<file path="src/rtl/usb_addr_filter.sv">
module usb_addr_filter #(
  parameter int ADDR_W = 7
) (
  input  logic              clk,
  input  logic              rst_n,
  input  logic              macro_en,
  input  logic              bus_rst,
  input  logic              wr_en,
  input  logic [ADDR_W-1:0] wr_addr,
  input  logic              wr_addr_en,
  output logic [ADDR_W-1:0] rd_addr,
  output logic              rd_enable,
  input  logic              tok_valid,
  input  logic [ADDR_W-1:0] tok_addr,
  output logic              tok_accept
);

  logic [ADDR_W-1:0] dev_addr;
  logic              addr_on;
  logic              clr;
  logic [ADDR_W-1:0] eff_addr;

  assign clr      = !macro_en || bus_rst;
  assign eff_addr = addr_on ? dev_addr : '0;
  assign rd_addr  = dev_addr;
  assign rd_enable = addr_on;

  always_ff @(posedge clk or negedge rst_n) begin
    if (!rst_n) begin
      dev_addr <= '0;
      addr_on  <= 1'b0;
    end else if (clr) begin
      dev_addr <= '0;
      addr_on  <= 1'b0;
    end else if (wr_en) begin
      dev_addr <= wr_addr;
      addr_on  <= wr_addr_en && (wr_addr == dev_addr);
    end
  end

  always_ff @(posedge clk or negedge rst_n) begin
    if (!rst_n) tok_accept <= 1'b0;
    else        tok_accept <= !clr && tok_valid && (tok_addr == eff_addr);
  end


  clear_on_disable_chk: assert property (@(posedge clk) disable iff (!rst_n)
    (!macro_en || bus_rst) |=> (rd_addr == '0 && !rd_enable && !tok_accept));


  accept_needs_strobe_chk: assert property (@(posedge clk) disable iff (!rst_n)
    tok_accept |-> $past(tok_valid));


  accept_matches_chk: assert property (@(posedge clk) disable iff (!rst_n)
    tok_accept |-> ($past(tok_addr) == ($past(rd_enable) ? $past(rd_addr) : '0)));


  enable_rise_chk: assert property (@(posedge clk) disable iff (!rst_n)
    $rose(rd_enable) |-> $past(wr_en && wr_addr_en && wr_addr == rd_addr));


  diff_addr_no_enable_chk: assert property (@(posedge clk) disable iff (!rst_n)
    (wr_en && wr_addr_en && wr_addr != rd_addr) |=> !rd_enable);

endmodule

</file>
<file path="config.mk">
export PLATFORM = sky130hd
export DESIGN_NAME = usb_addr_filter
export DESIGN_NICKNAME = d
export VERILOG_FILES = /design/src/rtl/usb_addr_filter.sv
export SDC_FILE = /design/constraint.sdc
export NUM_CORES = 1
export LEC_CHECK = 0
export BUFFER_PORTS_ARGS = -buffer_cell sky130_fd_sc_hd__buf_2
export CORE_MARGIN = 2
export CORE_UTILIZATION = 43
export DETAILED_ROUTE_END_ITERATION = 12
export PLACE_DENSITY = 0.78
export SYNTH_ARGS = -nofsm -noshare
export SYNTH_HDL_FRONTEND = slang
export SYNTH_SLANG_ARGS = --single-unit
</file>
<file path="constraint.sdc">
create_clock -name clk -period 1.8 [get_ports clk]
set_input_delay 0.09 -clock clk [delete_from_list [all_inputs] [get_ports clk]]
set_output_delay 0.09 -clock clk [all_outputs]
set_load 0.01 [all_outputs]
</file>
==> results.yml <==
yosys:
  synth-seq-cells: 9
  synth_top_area_cell: "dfrtp_1"
  synth-adder-area-share: 0
  synth_cell_types: 23
  syn_inst: 65
  netlist_area_um2: 594.3
  synth_nets: 86
  synth_top_area_frac: 0.3789
  post_synth_xor_area_fraction: 0.1474
  avgSynthCellArea_um2: 9.143
  synth.area.top_cells: "dfrtp_1 (38%), mux2i_1 (12%), xnor2_1 (8.8%)"
  yosys_warnings: 0
  synth_compound_area_frac: 0.1116
  synthMuxAreaShare: 0.1179
  synth_top_family_by_area: "simple AND/OR/NAND/NOR gates"
  synth_seq_area_share: 0.3789
  synth_simple_gate_area_frac: 0.2063
worst_hold_path:
  hp-class: "in2reg"
place:
  place_area_um2: 739.5
  dp_hpwl_um: 1080
  dp_cells: 106
  io_buffers: 29
  gp_congestion: 0.7475
detailed_routing:
  drt_wl_total_um: 1430
  wl_per_cell_um: 12.88
  vias: 575
  avgViaCountPerCell: 5.180
  drc: 0
  initialDrtViolationCount: 10
  dr.pass1.iters: 5
  ant_nets: 0
power_and_ir_drop:
  ir_drop_v: 0.0003846
  powerDensity_mw_per_mm2: 592.3
  finalPower_uw: 459.5
  leakage_nw: 0.3870
die:
  start_util: 0.4567
  fp.dieW_um: 41.18
  die_area_mm2: 0.001695
  io_pins: 30
  die_h_um: 41.18
  coreArea_mm2: 0.001301
  fp-row-count: 13
cells_and_area:
  n_fill_cell: 139
  drive_gt1_frac: 0.3438
  postLayoutCoreUtil: 0.5962
  final_cells: 111
  nNetsFinal: 118
  syn_to_final_growth_pct: 30.53
  antennaDiodeCount: 0
  multi_input_area_um2: 346.6
  register_area_um2: 225.2
  fin_area_um2: 775.7
timing:
  finalCritPeriodShare: 0.7682
  worst_pin_slew_ns: 0.3848
  skew_ns: 0.005590
  hold_viol: 0
  final-setup-viol-count: 0
  min_period_ns: 1.383
  max_freq_mhz: 723.2
  maxSlewViolCount: 0
  slew-limit-headroom: 0.7434
  rsz0062_at_grt: "no"
  finalSetupTns_ns: 0
status:
  outcome: "complete, no violations"
setup_path:
  r2r_cells: 4
  critPathMaxFanout: 11
  cp-end-kind: "flop"
  crit_arrival_ns: 1.55
  r2r_slack_ns: 0.42
  cp-start-kind: "flop"
  rr_startpoint: "rd_enable$_DFFE_PN0P_"
  r2r_end: "tok_accept$_DFF_PN0_"
  cp-endpoint: "tok_accept$_DFF_PN0_"
  startpoint: "rd_enable$_DFFE_PN0P_"
  criticalPathCategory: "reg2reg"
  cp.required_ns: 1.97
global_routing:
  antenna_found_initial: 0
  grt_pass1_wl_um: 2132
  overflow: 0
  grt.total_usage: 0.2077
  grt_max_degree: 12
  grt_pass1_vias: 514
cts:
  cts_root_buf: "clkbuf_4"
  htree_levels: 1
  clkTransAtPathRegs_ns: 0.07
  numCtsBuffers: 3
  cts_num_sinks: 9
  cts.path.max_buffers: 2
  postCtsSetupBuffers: 0
  cts_tree: "done"
  clk_latency_ns: 0.26
job:
  cap_violations: 0
[cell usage after synthesis, drive strengths merged]
library cell,n
clkbuf,1
a21boi,1
nor3,1
nor2b,2
xnor2,6
mux2i,7
a211oi,1
o21ai,4
a2111oi,1
nand2,4
nand4b,1
xor2,4
dfrtp,9
and3,1
nand2b,2
o22ai,1
a21oi,2
nor2,9
nand4,1
nand3,3
inv,1
buf,2
or4,1
[through the flow]
stage / hold WS [ns] / setup WS [ns]
after floorplan: -0.2056 / 0.4822
after global placement: -0.04443 / 0.4351
after detailed placement: -0.04163 / 0.4209
after CTS: 0.08752 / 0.4026
after global routing: 0.1024 / 0.3158
final: 0.09657 / 0.4172
[registers in the layout, summed over array words and instances (netlist names)]
signal	flops
rd_addr	7
tok_accept	1
rd_enable	1
[critical path: stages, from the launching register on]
cell and delay (ns):
dfrtp_1 0.50, a21boi_0 0.17, a2111oi_2 0.34, nand3_1 0.10
a211oi_1 0.18
[metal layers]
| layer | vias to the layer above | part of all wire | global-route usage |
|---|---|---|---|
| met5 | - | 0 | 0 |
| met4 | 0 | 0.0070 | 0.1452 |
| met3 | 2 | 0.045 | 0.05435 |
| met2 | 14 | 0.53 | 0.3594 |
| met1 | 271 | 0.41 | 0.2148 |
| li1 | 288 | - | - |
[cell families after synthesis]
kind of cell              Yosys count
AOI/OAI and AO/OA                  10
xor gates and xnor gates           10
and+or+nand+nor                    25
DFF                                 9
buffers and inverters               4
muxes                               7
[area by class of cell]
cell class,count,area share
multi-input cells,52,0.4468
flip-flops and latches,9,0.2903
repair buffers,30,0.2000
clock buffers,4,0.03387
well taps,15,0.02419
inverters,1,0.004839
[cells in the final DEF, fill, tap and decap left out, drive strengths merged, types with 2 or more instances in the layout]
| cell type | instances |
|---|---|
| nand2 | 4 |
| a21oi | 2 |
| nand3 | 3 |
| xor2 | 4 |
| mux2i | 7 |
| xnor2 | 6 |
| dfrtp | 9 |
| o21ai | 4 |
| nor2 | 9 |
| nor2b | 2 |
| clkbuf | 4 |
| buf | 29 |
| nand2b | 2 |
[timing repair]
action / 4_1_cts / 5_1_grt
hold endpoints to repair: 9 / 0
hold buffers: 1 / 0
resized for setup: 0 / 0
[how the worst min path moves through the flow]
stage,start,to,slack (ns),cells after the start
floorplan,rst_n,rd_addr[0]$_DFFE_PN0P_,-0.21,0
global placement,rst_n,rd_addr[4]$_DFFE_PN0P_,-0.04,1
global route,wr_addr[6],rd_addr[6]$_DFFE_PN0P_,0.10,3
finish,wr_addr[6],rd_addr[6]$_DFFE_PN0P_,0.1,3
detailed placement,rst_n,rd_addr[4]$_DFFE_PN0P_,-0.04,1
CTS,wr_addr[6],rd_addr[6]$_DFFE_PN0P_,0.09,3
[report_power, final]
group          internal [mW]  switching [mW]  leakage [nW]  total (mW)
combinational         0.0423          0.0401         0.248      0.0824
sequential             0.207         0.00811         0.124       0.215
clock                 0.0856          0.0762        0.0150       0.162
No activity file was read; power rests on OpenSTA's default activity.
